<file path="src/rtl/hstep_pkg.sv">
package hstep_pkg;

  typedef logic [2:0] phase_t;

  // Home (track-zero) phase state.
  localparam phase_t PH_HOME = 3'd3;

  // Coil bit positions inside the 4-bit coil vectors.
  localparam int unsigned C_A1 = 0;
  localparam int unsigned C_A2 = 1;
  localparam int unsigned C_B1 = 2;
  localparam int unsigned C_B2 = 3;

  // Active-high coil pattern of each half-step state.
  function automatic logic [3:0] ph_coils(input phase_t ph);
    logic [3:0] c;
    c = '0;
    case (ph)
      3'd0: c[C_A1] = 1'b1;
      3'd1: begin c[C_A1] = 1'b1; c[C_B1] = 1'b1; end
      3'd2: c[C_B1] = 1'b1;
      3'd3: begin c[C_A2] = 1'b1; c[C_B1] = 1'b1; end
      3'd4: c[C_A2] = 1'b1;
      3'd5: begin c[C_A2] = 1'b1; c[C_B2] = 1'b1; end
      3'd6: c[C_B2] = 1'b1;
      default: begin c[C_A1] = 1'b1; c[C_B2] = 1'b1; end
    endcase
    return c;
  endfunction

endpackage

</file>
<file path="src/rtl/hstep_edge.sv">
module hstep_edge #(
  parameter int unsigned N = 2
) (
  input  logic         clk,
  input  logic         rst_n,
  input  logic [N-1:0] lvl_i,
  output logic [N-1:0] rise_o
);

  logic [N-1:0] prev_q;

  always_ff @(posedge clk or negedge rst_n) begin
    if (!rst_n) prev_q <= '0;
    else        prev_q <= lvl_i;
  end

  for (genvar i = 0; i < N; i++) begin : g_rise
    assign rise_o[i] = lvl_i[i] & ~prev_q[i];

    // A held level yields a single event.
    p_one_event_r5: assert property (@(posedge clk) disable iff (!rst_n)
      rise_o[i] |=> !rise_o[i] || !prev_q[i]);
  end

endmodule

</file>
<file path="src/rtl/hstep_timer.sv">
module hstep_timer #(
  parameter int unsigned LEN = 4
) (
  input  logic clk,
  input  logic rst_n,
  input  logic load_i,
  output logic busy_o
);

  localparam int unsigned CW = $clog2(LEN + 1);

  logic [CW-1:0] cnt_q, cnt_d;
  logic          cnt_en;

  always_comb begin
    cnt_en = load_i || (cnt_q != '0);
    cnt_d  = load_i ? CW'(LEN) : (cnt_q - 1'b1);
  end

  always_ff @(posedge clk or negedge rst_n) begin
    if (!rst_n)      cnt_q <= '0;
    else if (cnt_en) cnt_q <= cnt_d;
  end

  assign busy_o = (cnt_q != '0);

  // A load always leaves the timer running in the next cycle.
  p_busy_after_load_r9: assert property (@(posedge clk) disable iff (!rst_n)
    load_i |=> busy_o);

endmodule

</file>
<file path="src/rtl/hstep_phase_ctr.sv">
module hstep_phase_ctr
  import hstep_pkg::*;
(
  input  logic       clk,
  input  logic       rst_n,
  input  logic       adv_i,
  input  logic       up_i,
  output phase_t     ph_o,
  output logic [3:0] coil_n_o
);

  phase_t ph_q, ph_d;

  always_comb begin
    ph_d = up_i ? phase_t'(ph_q + 3'd1) : phase_t'(ph_q - 3'd1);
  end

  always_ff @(posedge clk or negedge rst_n) begin
    if (!rst_n)     ph_q <= PH_HOME;
    else if (adv_i) ph_q <= ph_d;
  end

  assign ph_o     = ph_q;
  assign coil_n_o = ~ph_coils(ph_q);

  // Opposite halves of a winding are never driven together.
  p_no_opposed_r4: assert property (@(posedge clk) disable iff (!rst_n)
    (coil_n_o[C_A1] | coil_n_o[C_A2]) && (coil_n_o[C_B1] | coil_n_o[C_B2]));

  // One or two coils active.
  p_coil_count_r4: assert property (@(posedge clk) disable iff (!rst_n)
    ($countones(~coil_n_o) == 1) || ($countones(~coil_n_o) == 2));

  // The state moves at most one position per cycle.
  p_single_move_r3: assert property (@(posedge clk) disable iff (!rst_n)
    (ph_q != $past(ph_q)) |->
      (ph_q == phase_t'($past(ph_q) + 3'd1)) || (ph_q == phase_t'($past(ph_q) - 3'd1)));

endmodule

</file>
<file path="src/rtl/hstep_seq.sv">
module hstep_seq
  import hstep_pkg::*;
#(
  parameter int unsigned WIN_CYC    = 700,
  parameter int unsigned SETTLE_CYC = 900000
) (
  input  logic       clk,
  input  logic       rst_n,
  input  logic       ready_i,
  input  logic       trk0_flag_i,
  input  logic       index_i,
  input  logic       step_i,
  input  logic       dir_in_i,
  output logic [3:0] coil_n_o,
  output logic       step_en_o,
  output logic       seek_done_o,
  output logic       recal_busy_o
);

  localparam int unsigned EV_STEP = 0;
  localparam int unsigned EV_IDX  = 1;

  logic [1:0] rise;
  phase_t     ph;
  logic       recal_q;
  logic       at_home, recal_pend, recal_clr;
  logic       adv, up;
  logic       settle_busy;

  hstep_edge #(.N(2)) u_edge (
    .clk    (clk),
    .rst_n  (rst_n),
    .lvl_i  ({index_i, step_i}),
    .rise_o (rise)
  );

  // Step arbitration: index drives recalibration, host steps otherwise.
  always_comb begin
    at_home    = (ph == PH_HOME) && trk0_flag_i;
    recal_pend = recal_q && !at_home;
    recal_clr  = recal_q && at_home;
    if (recal_pend) begin
      adv = ready_i && rise[EV_IDX];
      up  = 1'b0;
    end else begin
      adv = ready_i && rise[EV_STEP];
      up  = dir_in_i;
    end
  end

  always_ff @(posedge clk or negedge rst_n) begin
    if (!rst_n)         recal_q <= 1'b1;
    else if (recal_clr) recal_q <= 1'b0;
  end

  hstep_phase_ctr u_phase (
    .clk      (clk),
    .rst_n    (rst_n),
    .adv_i    (adv),
    .up_i     (up),
    .ph_o     (ph),
    .coil_n_o (coil_n_o)
  );

  hstep_timer #(.LEN(WIN_CYC)) u_window (
    .clk    (clk),
    .rst_n  (rst_n),
    .load_i (adv),
    .busy_o (step_en_o)
  );

  hstep_timer #(.LEN(SETTLE_CYC)) u_settle (
    .clk    (clk),
    .rst_n  (rst_n),
    .load_i (adv),
    .busy_o (settle_busy)
  );

  assign seek_done_o  = !settle_busy && !recal_pend;
  assign recal_busy_o = recal_pend;

  // Without ready the heads never move.
  p_hold_unready_r5: assert property (@(posedge clk) disable iff (!rst_n)
    !ready_i |=> (ph == $past(ph)));

  // A recalibration index edge moves outward by one state.
  p_recal_outward_r6: assert property (@(posedge clk) disable iff (!rst_n)
    (recal_pend && ready_i && rise[EV_IDX]) |=> (ph == phase_t'($past(ph) - 3'd1)));

  // Once disarmed, recalibration stays off.
  p_recal_sticky_r7: assert property (@(posedge clk) disable iff (!rst_n)
    !recal_q |=> !recal_q);

  // A new window coincides with an unsettled head.
  p_window_unsettled_r9: assert property (@(posedge clk) disable iff (!rst_n)
    $rose(step_en_o) |-> !seek_done_o);

  // Pending recalibration keeps seek complete low.
  p_no_done_in_recal_r11: assert property (@(posedge clk) disable iff (!rst_n)
    recal_busy_o |-> !seek_done_o);

endmodule

</file>
<file path="config.mk">
export PLATFORM = sky130hd
export DESIGN_NAME = hstep_seq
export DESIGN_NICKNAME = d
export VERILOG_FILES = /design/src/rtl/hstep_pkg.sv /design/src/rtl/hstep_edge.sv /design/src/rtl/hstep_timer.sv /design/src/rtl/hstep_phase_ctr.sv /design/src/rtl/hstep_seq.sv
export SDC_FILE = /design/constraint.sdc
export NUM_CORES = 1
export LEC_CHECK = 0
export BUFFER_PORTS_ARGS = -buffer_cell sky130_fd_sc_hd__buf_2
export CORE_ASPECT_RATIO = 0.8
export CORE_MARGIN = 2
export CORE_UTILIZATION = 55
export DETAILED_ROUTE_END_ITERATION = 8
export PLACE_DENSITY = 0.73
export SKIP_LAST_GASP = 1
export SLEW_MARGIN = 0
export SYNTH_ARGS = -nofsm -noshare
export SYNTH_HDL_FRONTEND = slang
export SYNTH_HIERARCHICAL = 1
export SYNTH_SLANG_ARGS = --single-unit
</file>
<file path="constraint.sdc">
create_clock -name clk -period 3.2 [get_ports clk]
set_input_delay 0.16 -clock clk [delete_from_list [all_inputs] [get_ports clk]]
set_output_delay 0.16 -clock clk [all_outputs]
set_load 0.05 [all_outputs]
</file>
-- Word-level counts from Yosys, hierarchy flattened
Cells that the tools add are included.
- register bits after elaboration: 36
- $add $sub $neg: 4
- eq/ne operators: 6
- multiplexer cells: 9
- bitwise operators: 5
- reduce and logical (&&, ||, !) cells: 18
- operator list (kind ; number):
    $mux 20 ; 1
    $reduce_bool 20->1 ; 1
    $sub 20x1->20 const B ; 1
    $mux 10 ; 1
    $reduce_bool 10->1 ; 1
    $reduce_or 5->1 ; 2
    $sub 10x1->10 const B ; 1
    $eq 3x3->1 const B ; 3
    $eq 3x2->1 const B ; 2
    $logic_and 1x1->1 ; 6
    $mux 1 ; 6
    $reduce_or 3->1 ; 2
    $not 4->4 ; 1
    $add 3x1->3 const B ; 1
    $eq 3x1->1 const B ; 1
    $logic_not 1->1 ; 3
    $logic_not 3->1 ; 1
    $mux 3 ; 1
    $sub 3x1->3 const B ; 1
    $and 1x1->1 ; 2
    $logic_or 1x1->1 ; 2
    $not 1->1 ; 2

-- Logic depth before layout (Yosys ltp)
Gate-level depths: netlist (run 1).
- depth after elaboration: 6
- mapped depth: 7
- gate-level depth less buffers: 6

-- Modules after synthesis
The synthesis (run 1) kept the hierarchy.
- by module, submodules not included (module ; instances ; cells an instance ; area each (um2)):
    hstep_timer at u_settle ; 1 ; 112 ; 1114.8
    hstep_timer at u_window ; 1 ; 58 ; 550.5
    hstep_phase_ctr ; 1 ; 29 ; 274.0
    hstep_edge ; 1 ; 4 ; 77.6
    hstep_seq ; 1 ; 9 ; 77.6

-- Worst setup path before layout (run 1)
Ideal clock, no wire load.
- path type: flip-flop to flip-flop
- start: register u_phase.ph_q[0], in the netlist u_phase/ph_o[0]
- end: register u_settle.cnt_q[0]
- library setup time: 132 ps
- arrival: 2250 ps
- required time: 3068 ps
- path slack: 818 ps
- stages on the path, launching flop included: 7
- path buffers: 2
- period minus slack after synthesis: 2382 ps
- cells stage by stage: dfstp_2 > nand4b_1 > and2_4 > mux2i_1 > clkbuf_1 > clkbuf_1 > nor2_1
- word-level cells in the longest chain between the ends: 6
- RTL lines (item ; RTL line ; text):
    from (decl) ; hstep_phase_ctr.sv:12 ; phase_t ph_q, ph_d;
    from (signal assigned) ; hstep_phase_ctr.sv:20 ; else if (adv_i) ph_q <= ph_d;
    $eq 3x2->1 * ; hstep_seq.sv:39 ; at_home = (ph == PH_HOME) && trk0_flag_i;
    $logic_and 1x1->1 * ; hstep_seq.sv:39 ;
    $logic_not 1->1 * ; hstep_seq.sv:40 ; recal_pend = recal_q && !at_home;
    $logic_and 1x1->1 * ; hstep_seq.sv:40 ;
    net recal_busy_o ; hstep_seq.sv:17 ; output logic recal_busy_o
    $mux 1 * ; hstep_seq.sv:42 ; if (recal_pend) begin
    net adv ; hstep_seq.sv:27 ; logic adv, up;
    $mux 20 or $logic_or 1x1->1 (tied branches) ; hstep_timer.sv:17, hstep_timer.sv:16 ;
    to (signal assigned) ; hstep_timer.sv:22 ; else if (cnt_en) cnt_q <= cnt_d;
    to (decl) ; hstep_timer.sv:12 ; logic [CW-1:0] cnt_q, cnt_d;
Mark *: on every way through the listed nets, which the timed path passes. The rest lies on a longest branch.
A chain may end at the register's enable or synchronous reset.

-- Worst setup path after layout (run 1)
- start: register u_settle.cnt_q[13]
- end: output seek_done_o
- word-level cells in the longest chain between the ends: 3
- RTL lines (item ; RTL line ; text):
    $reduce_bool 20->1 ; hstep_timer.sv:25 ; assign busy_o = (cnt_q != '0);
    net settle_busy ; hstep_seq.sv:28 ; logic settle_busy;
    $logic_not 1->1 ; hstep_seq.sv:79 ; assign seek_done_o = !settle_busy && !recal_pend;
    $logic_and 1x1->1 ; hstep_seq.sv:79 ;
    to (decl) ; hstep_seq.sv:16 ; output logic seek_done_o,
The timed path passes the listed nets, and every way through them passes these cells.

==> metrics.txt, run 1 <==
# TYPE chip_impl_metric gauge
chip_impl_metric{name="total_power",unit="mW"} 1.659
chip_impl_metric{name="post_route_cells_drive_above_1_share",unit=""} 0.1659
chip_impl_metric{name="async_flop_share",unit=""} 1.000
chip_impl_metric{name="met3_length",unit="um"} 134
chip_impl_info{name="timing.critical_path.slowest_stage_cell",value="sky130_fd_sc_hd__or4_4"} 1
chip_impl_metric{name="post-cts-setup-buffers",unit=""} 0
chip_impl_metric{name="synth-edff-count",unit=""} 0
chip_impl_info{name="top_cells_by_instance_count_after_synthesis",value="sky130_fd_sc_hd__dfrtp_1, sky130_fd_sc_hd__nor2_1, sky130_fd_sc_hd__a21oi_1"} 1
chip_impl_metric{name="antenna_found_initial",unit=""} 0
chip_impl_metric{name="postCtsResizedCells",unit=""} 0
chip_impl_metric{name="peakVddDrop",unit="V"} 0.0004326
chip_impl_metric{name="slew_headroom",unit=""} 0.4845
chip_impl_metric{name="chipHeight",unit="um"} 59.20
chip_impl_metric{name="die_area",unit="sq um"} 4321
chip_impl_info{name="synth_area_leader_cell",value="sky130_fd_sc_hd__dfrtp_1"} 1
chip_impl_metric{name="setup_tns_final",unit="ps"} 0
chip_impl_metric{name="synth.lib_cells_used.distinct",unit=""} 48
chip_impl_metric{name="ys_warn_count",unit=""} 6
chip_impl_metric{name="detail_route.vias_per_cell",unit=""} 5.751
chip_impl_metric{name="port_buffers",unit=""} 13
chip_impl_metric{name="clockBufferDepth",unit=""} 2
chip_impl_metric{name="cts.clk_slew.worst_paths",unit="ps"} 70
chip_impl_metric{name="arrival",unit="ps"} 2270
chip_impl_metric{name="instances_no_fill",unit=""} 273
chip_impl_info{name="highest_layer",value="met4"} 1
chip_impl_metric{name="yosys.area.top_type_share",unit=""} 0.3943
chip_impl_metric{name="synth_seq_cells",unit=""} 36
chip_impl_info{name="clock_tree_from_tritoncts",value="done"} 1
chip_impl_metric{name="syn_area",unit="sq um"} 2095
chip_impl_metric{name="detail_route.first_pass.iterations",unit=""} 4
chip_impl_info{name="cts_root_buffer",value="sky130_fd_sc_hd__clkbuf_8"} 1
chip_impl_metric{name="numPlacedInstances",unit=""} 264
chip_impl_info{name="startpoint_type",value="register"} 1
chip_impl_metric{name="htree_levels",unit=""} 2
chip_impl_metric{name="grt_pass1_wl",unit="um"} 6782
chip_impl_metric{name="pin_count",unit=""} 14
chip_impl_info{name="holdCritPathClass",value="in -> reg"} 1
chip_impl_info{name="critical_path_type",value="reg -> out"} 1
chip_impl_metric{name="cts.sink_count",unit=""} 36
chip_impl_info{name="crit_path_cell_trace",value="or4_4, nor3_4, nand4_2, nor2_1, buf_2"} 1
chip_impl_info{name="post-synth-top-count-cell",value="sky130_fd_sc_hd__dfrtp_1"} 1
chip_impl_metric{name="die_w",unit="um"} 73.00
chip_impl_metric{name="global_route_total_usage_across_every_layer",unit=""} 0.2064
chip_impl_metric{name="globalplace.congestion",unit=""} 0.8323
chip_impl_metric{name="wl",unit="um"} 3857
chip_impl_metric{name="power_density",unit="nW/um^2"} 722.4
chip_impl_info{name="critical_path.endpoint_type",value="output pin"} 1
chip_impl_metric{name="worst_slew_pin_slew",unit="ps"} 773.3
chip_impl_metric{name="postSynthCellCount",unit=""} 212
chip_impl_metric{name="timing_max_transition_violations_final",unit=""} 0
chip_impl_metric{name="synthesized_area_per_cell",unit="sq um"} 9.880
chip_impl_metric{name="min_period_over_period",unit=""} 0.7603
chip_impl_info{name="outcome",value="completed"} 1
chip_impl_metric{name="worst_ep_required_time",unit="ps"} 3040
chip_impl_info{name="unrepaired_setup_endpoints_after_global_routing",value="no"} 1
chip_impl_metric{name="initial_core_util",unit=""} 0.5617
chip_impl_metric{name="number_of_global_route_vias_before_repair",unit=""} 1438
chip_impl_metric{name="dr.first_iter.drc_count",unit=""} 94
chip_impl_metric{name="place_ws",unit="ps"} 1073
chip_impl_metric{name="grt_max_degree",unit=""} 37
chip_impl_metric{name="max_freq",unit="MHz"} 411.0
chip_impl_metric{name="total_leakage_power",unit="nW"} 0.8783
chip_impl_metric{name="met2_wirelength",unit="um"} 1669
chip_impl_info{name="synth-main-ff-cell",value="sky130_fd_sc_hd__dfrtp_1"} 1
chip_impl_metric{name="ys_seq_area_frac",unit=""} 0.4319
chip_impl_metric{name="core_area",unit="sq um"} 3729
chip_impl_metric{name="fin_worst_skew",unit="ps"} 5.623
chip_impl_metric{name="number_of_nets_with_antenna_violations_after_detailed_routing",unit=""} 0
chip_impl_metric{name="fillCellCount",unit=""} 325
chip_impl_metric{name="detail_route.drc_violations",unit=""} 0
chip_impl_metric{name="worst_slack",unit="ps"} 767.1
chip_impl_metric{name="via_count",unit=""} 1570
chip_impl_metric{name="timing.reg2reg.setup_slack",unit="ps"} 1150
chip_impl_metric{name="dpl.hpwl",unit="um"} 2646
chip_impl_metric{name="layout-area-overhead-vs-synth",unit="%"} 9.618
chip_impl_metric{name="period_needed",unit="ps"} 2433
chip_impl_metric{name="final_hold_viol_count",unit=""} 0
chip_impl_metric{name="clock_insertion_delay_worst_skew",unit="ps"} 280
chip_impl_metric{name="synth_nets",unit=""} 229
chip_impl_metric{name="finalCoreUtilization",unit=""} 0.6158
chip_impl_metric{name="max_cap_violations",unit=""} 0
chip_impl_metric{name="slowest_delay",unit="ps"} 560
chip_impl_metric{name="path_max_fanout",unit=""} 9
chip_impl_info{name="netlist_top_cells_area",value="sky130_fd_sc_hd__dfrtp_1, sky130_fd_sc_hd__ha_1, sky130_fd_sc_hd__xnor2_1, sky130_fd_sc_hd__dfstp_2, sky130_fd_sc_hd__nor2_1"} 1
chip_impl_metric{name="setup_violators_final",unit=""} 0
chip_impl_metric{name="tritoncts.num_buffers",unit=""} 5
chip_impl_metric{name="floorplan.rows",unit=""} 20
chip_impl_metric{name="postCtsHoldBufs",unit=""} 1
chip_impl_metric{name="detail_route.wl_per_cell",unit="um"} 14.13
chip_impl_metric{name="layout.nets",unit=""} 245
chip_impl_metric{name="wl_on_met1",unit="um"} 2009
chip_impl_metric{name="antenna_cells",unit=""} 0
chip_impl_metric{name="globalRouteOverflowTotal",unit=""} 0
[per-stage QoR]
| stage | area, sq um | hold slack, ps |
|---|---|---|
| global placement | 2196 | 284.3 |
| CTS | 2296 | 2.630 |
| finish | 2296 | 8.933 |
| floorplan | 2095 | -135.6 |
| global route | 2296 | 0.003192 |
| detailed placement | 2196 | 294.8 |
[sequential cells by signal (all words and copies together), names as in the netlist]
signal          count
recal_q             1
u_edge/prev_q       2
u_phase/ph_o        3
u_settle/cnt_q     20
u_window/cnt_q     10
[kinds of logic (layout without fill, tap and decap cells)]
| family | count (synthesis) | count (layout) | synth area share |
|---|---|---|---|
| fa+ha+maj | 10 | 10 | 0.05974 |
| buf+inv | 15 | 32 | 0.03046 |
| xor+xnor | 11 | 11 | 0.04600 |
| compound gates | 46 | 46 | 0.1476 |
| simple gates | 90 | 90 | 0.2646 |
| flops | 36 | 36 | 0.4319 |
| mux | 4 | 4 | 0.01971 |
[cell type report]
type,count,area (sq um),share of cell area
inverter,9,33.78,0.01471
multi-input combinational,161,1130,0.4921
timing repair buffer,15,82.58,0.03597
sequential,36,904.6,0.3940
tap,44,55.05,0.02398
clock buffer,8,90.09,0.03924
[where the power goes]
group | internal (mW) | switching, mW
logic | 0.225 | 0.388
registers | 0.567 | 0.152
clock network | 0.175 | 0.150
total | 0.968 | 0.691
[final timing paths]
check	from	to	depth (start not counted)
hold / removal	index_i	u_edge/prev_q[1]$_DFF_PN0_	1
min in group asynchronous	rst_n	u_settle/cnt_q[3]$_DFFE_PN0P_	2
setup reg to reg	u_settle/cnt_q[13]$_DFFE_PN0P_	u_settle/cnt_q[8]$_DFFE_PN0P_	5
max in group asynchronous	rst_n	u_settle/cnt_q[13]$_DFFE_PN0P_	2
setup / recovery	u_settle/cnt_q[13]$_DFFE_PN0P_	seek_done_o	5
hold reg to reg	recal_q$_DFFE_PN1P_	recal_q$_DFFE_PN1P_	1
[layout by cell type, fill, tap and decap left out, drive strengths merged]
cell,synthesis,layout
a31oi,2,2
o21bai,2,2
o21ai,8,8
a211oi,5,5
dlygate4sd3,0,1
o211ai,2,2
o41ai,2,2
buf,2,14
o31ai,6,6
nor2b,6,6
xor2,1,1
and2,3,3
a21oi,12,12
or4,5,5
clkbuf,4,8
nand2,11,11
a31o,1,1
mux2,1,1
mux2i,3,3
and3,1,1
nor2,21,21
dfrtp,33,33
nor3,5,5
inv,9,9
or3b,3,3
or2,3,3
ha,10,10
a211o,1,1
a2111oi,1,1
nand3b,3,3
dfstp,3,3
nor3b,1,1
nand2b,5,5
nor4,9,9
a21o,3,3
a41oi,1,1
nand3,8,8
nand4b,3,3
nand4,3,3
xnor2,10,10
[worst max-delay path, delay by kind of cell (launching register included)]
kind / cells / cell delay [ps]
buffers and inverters: 1 / 270
DFF: 1 / 410
and+or+nand+nor: 4 / 1300
[layer usage]
layer | GRT usage | up-vias
met2 | 0.2999 | 28
met1 | 0.2992 | 734
met5 | 0 | -
met3 | 0.05102 | 7
met4 | 0.07672 | 0
li1 | - | 801
Power figures use the tool's default switching activity.
==> run 2: changes to the inputs <==
--- a/config.mk
+++ b/config.mk
@@ -5,6 +5,7 @@
 export SDC_FILE = /design/constraint.sdc
 export NUM_CORES = 1
 export LEC_CHECK = 0
+export ABC_AREA = 1
 export BUFFER_PORTS_ARGS = -buffer_cell sky130_fd_sc_hd__buf_2
 export CORE_ASPECT_RATIO = 0.8
 export CORE_MARGIN = 2
==> constraint.sdc (replaced) <==
create_clock -name clk -period 2.5 [get_ports clk]
set_input_delay 0.125 -clock clk [delete_from_list [all_inputs] [get_ports clk]]
set_output_delay 0.125 -clock clk [all_outputs]
set_load 0.05 [all_outputs]
==> run 2 against run 1 <==
Die area up 12%; core utilization up 1.6 points; power up 38%; count of clock-buffer cells in the layout down 2; register-to-register slack worse by 500 ps; largest cell class unchanged.
==> metrics.txt, run 2 <==
# TYPE chip_impl_metric gauge
chip_impl_info{name="outcome",value="completed"} 1
chip_impl_info{name="synth-main-ff-cell",value="sky130_fd_sc_hd__dfrtp_1"} 1
chip_impl_info{name="hp-start",value="trk0_flag_i"} 1
chip_impl_metric{name="floorplan.rows",unit=""} 21
chip_impl_metric{name="synth_nets",unit=""} 337
chip_impl_metric{name="wl",unit="um"} 4777
chip_impl_metric{name="post_route_cells_drive_above_1_share",unit=""} 0.1983
chip_impl_metric{name="path_max_fanout",unit=""} 11
chip_impl_metric{name="setup_violators_final",unit=""} 0
chip_impl_info{name="unrepaired_setup_endpoints_after_global_routing",value="no"} 1
chip_impl_info{name="critical_path.endpoint_type",value="output pin"} 1
chip_impl_info{name="most_numerous_cell_on_the_critical_path",value="sky130_fd_sc_hd__nor2_1"} 1
chip_impl_metric{name="postCtsHoldBufs",unit=""} 3
chip_impl_metric{name="fillCellCount",unit=""} 400
chip_impl_metric{name="port_buffers",unit=""} 13
chip_impl_metric{name="peakVddDrop",unit="V"} 0.0004787
chip_impl_metric{name="tritoncts.num_buffers",unit=""} 5
chip_impl_metric{name="htree_levels",unit=""} 2
chip_impl_metric{name="layout.nets",unit=""} 359
chip_impl_metric{name="fin_hold_ws",unit="ps"} 173.4
chip_impl_metric{name="setup_tns_final",unit="ps"} 0
chip_impl_metric{name="final_hold_viol_count",unit=""} 0
chip_impl_metric{name="period_needed",unit="ps"} 1992
chip_impl_metric{name="detail_route.wl_per_cell",unit="um"} 11.94
chip_impl_metric{name="detail_route.vias_per_cell",unit=""} 5.075
chip_impl_metric{name="grt_pass1_wl",unit="um"} 8625
chip_impl_metric{name="detail_route.first_pass.iterations",unit=""} 4
chip_impl_metric{name="globalRouteOverflowTotal",unit=""} 0
chip_impl_metric{name="pin_count",unit=""} 14
chip_impl_metric{name="layout-area-overhead-vs-synth",unit="%"} 10.72
chip_impl_metric{name="postSynthCellCount",unit=""} 320
chip_impl_metric{name="clock_insertion_delay_worst_skew",unit="ps"} 280
chip_impl_metric{name="max_freq",unit="MHz"} 502.0
chip_impl_metric{name="globalplace.congestion",unit=""} 0.8997
chip_impl_metric{name="min_period_over_period",unit=""} 0.7969
chip_impl_metric{name="arrival",unit="ps"} 1870
chip_impl_metric{name="die_w",unit="um"} 77.39
chip_impl_info{name="holdCritPathClass",value="in -> reg"} 1
chip_impl_metric{name="slew_headroom",unit=""} 0.4643
chip_impl_metric{name="chipHeight",unit="um"} 62.71
chip_impl_metric{name="core_area",unit="sq um"} 4151
chip_impl_metric{name="slowest_delay",unit="ps"} 370
chip_impl_metric{name="post-cts-setup-buffers",unit=""} 0
chip_impl_metric{name="global_route_total_usage_across_every_layer",unit=""} 0.2197
chip_impl_info{name="timing.critical_path.from",value="u_settle/cnt_q[0]$_DFFE_PN0P_"} 1
chip_impl_metric{name="async_flop_share",unit=""} 1.000
chip_impl_metric{name="total_leakage_power",unit="nW"} 1.302
chip_impl_info{name="most_frequent_standard_cell_in_the_layout_excluding_fill_and_tap_cells",value="sky130_fd_sc_hd__nand2_1"} 1
chip_impl_metric{name="grt_use_met3",unit=""} 0.04480
chip_impl_info{name="mostFrequentLayoutCells",value="sky130_fd_sc_hd__nand2_1, sky130_fd_sc_hd__inv_1, sky130_fd_sc_hd__nor2_1"} 1
chip_impl_metric{name="number_of_nets_with_antenna_violations_after_detailed_routing",unit=""} 0
chip_impl_metric{name="syn_area",unit="sq um"} 2370
chip_impl_metric{name="power_density",unit="nW/um^2"} 873.3
chip_impl_metric{name="synth.lib_cells_used.distinct",unit=""} 34
chip_impl_metric{name="postPlaceCellArea",unit="sq um"} 2501
chip_impl_metric{name="dpl.hpwl",unit="um"} 3617
chip_impl_info{name="synth_area_leader_cell",value="sky130_fd_sc_hd__dfrtp_1"} 1
chip_impl_metric{name="antenna_found_initial",unit=""} 0
chip_impl_info{name="netlist_top_cells_area",value="sky130_fd_sc_hd__dfrtp_1, sky130_fd_sc_hd__nand2_1, sky130_fd_sc_hd__inv_1, sky130_fd_sc_hd__nor2_1, sky130_fd_sc_hd__nand3_1"} 1
chip_impl_metric{name="fin_area",unit="sq um"} 2624
chip_impl_metric{name="ys_seq_area_frac",unit=""} 0.3817
chip_impl_metric{name="fin_worst_skew",unit="ps"} 7.653
chip_impl_metric{name="worst_ep_required_time",unit="ps"} 2380
chip_impl_metric{name="via_count",unit=""} 2030
chip_impl_metric{name="grt.met2_usage",unit=""} 0.3337
chip_impl_metric{name="die_area",unit="sq um"} 4853
chip_impl_metric{name="postCtsResizedCells",unit=""} 0
chip_impl_info{name="cts_root_buffer",value="sky130_fd_sc_hd__clkbuf_8"} 1
chip_impl_info{name="largest-register",value="u_settle/cnt_q"} 1
chip_impl_metric{name="antenna_cells",unit=""} 0
chip_impl_metric{name="timing_max_transition_violations_final",unit=""} 0
chip_impl_info{name="timing.critical_path.slowest_stage_cell",value="sky130_fd_sc_hd__dfrtp_1"} 1
chip_impl_metric{name="cts.sink_count",unit=""} 36
chip_impl_info{name="top_usage_layer",value="met2"} 1
chip_impl_metric{name="dr.first_iter.drc_count",unit=""} 119
chip_impl_metric{name="max_cap_violations",unit=""} 0
chip_impl_metric{name="ys_warn_count",unit=""} 6
chip_impl_metric{name="multi_input_comb_area",unit="sq um"} 1246
chip_impl_metric{name="detail_route.drc_violations",unit=""} 0
chip_impl_metric{name="gr-usage-met1",unit=""} 0.3225
chip_impl_metric{name="initial_core_util",unit=""} 0.5708
chip_impl_info{name="top_cells_by_instance_count_after_synthesis",value="sky130_fd_sc_hd__nand2_1, sky130_fd_sc_hd__inv_1, sky130_fd_sc_hd__nor2_1"} 1
chip_impl_metric{name="synth_seq_cells",unit=""} 36
chip_impl_metric{name="cts.clk_slew.worst_paths",unit="ps"} 70
chip_impl_info{name="r2r-start",value="u_phase/ph_o[0]$_DFFE_PN1P_"} 1
chip_impl_metric{name="number_of_global_route_vias_before_repair",unit=""} 1959
chip_impl_info{name="crit_path_cell_trace",value="inv_1, ha_1, nand3_1, nor2_1, nand3_2, nor2_1, buf_2"} 1
chip_impl_metric{name="synth-edff-count",unit=""} 0
chip_impl_metric{name="clockBufferDepth",unit=""} 2
chip_impl_metric{name="yosys.area.top_type_share",unit=""} 0.3485
chip_impl_metric{name="worst_slew_pin_slew",unit="ps"} 803.6
chip_impl_metric{name="largest_reg_flops",unit=""} 20
chip_impl_info{name="startpoint_type",value="register"} 1
chip_impl_metric{name="sequential_cell_area",unit="sq um"} 904.6
chip_impl_metric{name="grt_max_degree",unit=""} 37
chip_impl_info{name="post-synth-top-count-cell",value="sky130_fd_sc_hd__nand2_1"} 1
chip_impl_info{name="critical_path_type",value="reg -> out"} 1
chip_impl_info{name="clock_tree_from_tritoncts",value="done"} 1
chip_impl_metric{name="synthesized_area_per_cell",unit="sq um"} 7.406
==> run 2: cell families after synthesis <==
group	share of synthesized area
AO/OA/AOI/OAI	0.08184
XOR/XNOR	0.01479
adder cells (fa/ha/maj)	0.05280
buffers and inverters	0.09240
flip-flops	0.3817
AND/OR/NAND/NOR	0.3764
==> run 2: cell type report <==
class	instances	share of cell area
clock inverters	2	0.003815
clock buffers	6	0.03147
repair buffers	18	0.04196
flip-flops and latches	36	0.3448
multi-input cells	228	0.4750
well taps	57	0.02718
inverters	53	0.07582
==> run 2: layer usage <==
| layer | up-vias | wire length [um] |
|---|---|---|
| met1 | 927 | 2467 |
| met2 | 42 | 2035 |
| li1 | 1057 | - |
| met5 | - | 0 |
| met4 | 0 | 34 |
| met3 | 4 | 240 |
==> run 2: stage by stage <==
stage / total power [mW] / worst slack, ps / util / std cells
final: 2.291 / 507.9 / 0.6320 / 400
after global routing: 2.490 / 331.2 / 0.6320 / 400
after CTS: 2.310 / 491.7 / 0.6320 / 400
after detailed placement: 1.874 / 687.6 / 0.6025 / 389
after global placement: 1.854 / 734.2 / 0.6025 / 389
after floorplan: 1.654 / 403.4 / - / 320
==> run 2: worst paths after layout <==
check	end	slack, ps	cells after the start
worst max-delay path	seek_done_o	510	7
worst min-delay path	recal_q$_DFFE_PN1P_	170	4
worst max register to register	u_phase/ph_o[2]$_DFFE_PN0P_	650	12
worst min register to register	recal_q$_DFFE_PN1P_	510	1
max in group asynchronous	u_settle/cnt_q[19]$_DFFE_PN0P_	1520	2
min in group asynchronous	u_settle/cnt_q[7]$_DFFE_PN0P_	470	2
==> run 2: critical path: cells and delay by family (launching register included) <==
kind                       cells  cell delay, ps
and+or+nand+nor                4             620
buffers and inverters          2             410
DFF                            1             370
adders and majority gates      1             190
==> run 2: power by group <==
group          leakage [nW]  total, mW  internal (mW)  switching, mW
clock                0.0510      0.418          0.220          0.198
sequential            0.392      0.885          0.727          0.158
combinational         0.859      0.988          0.319          0.669
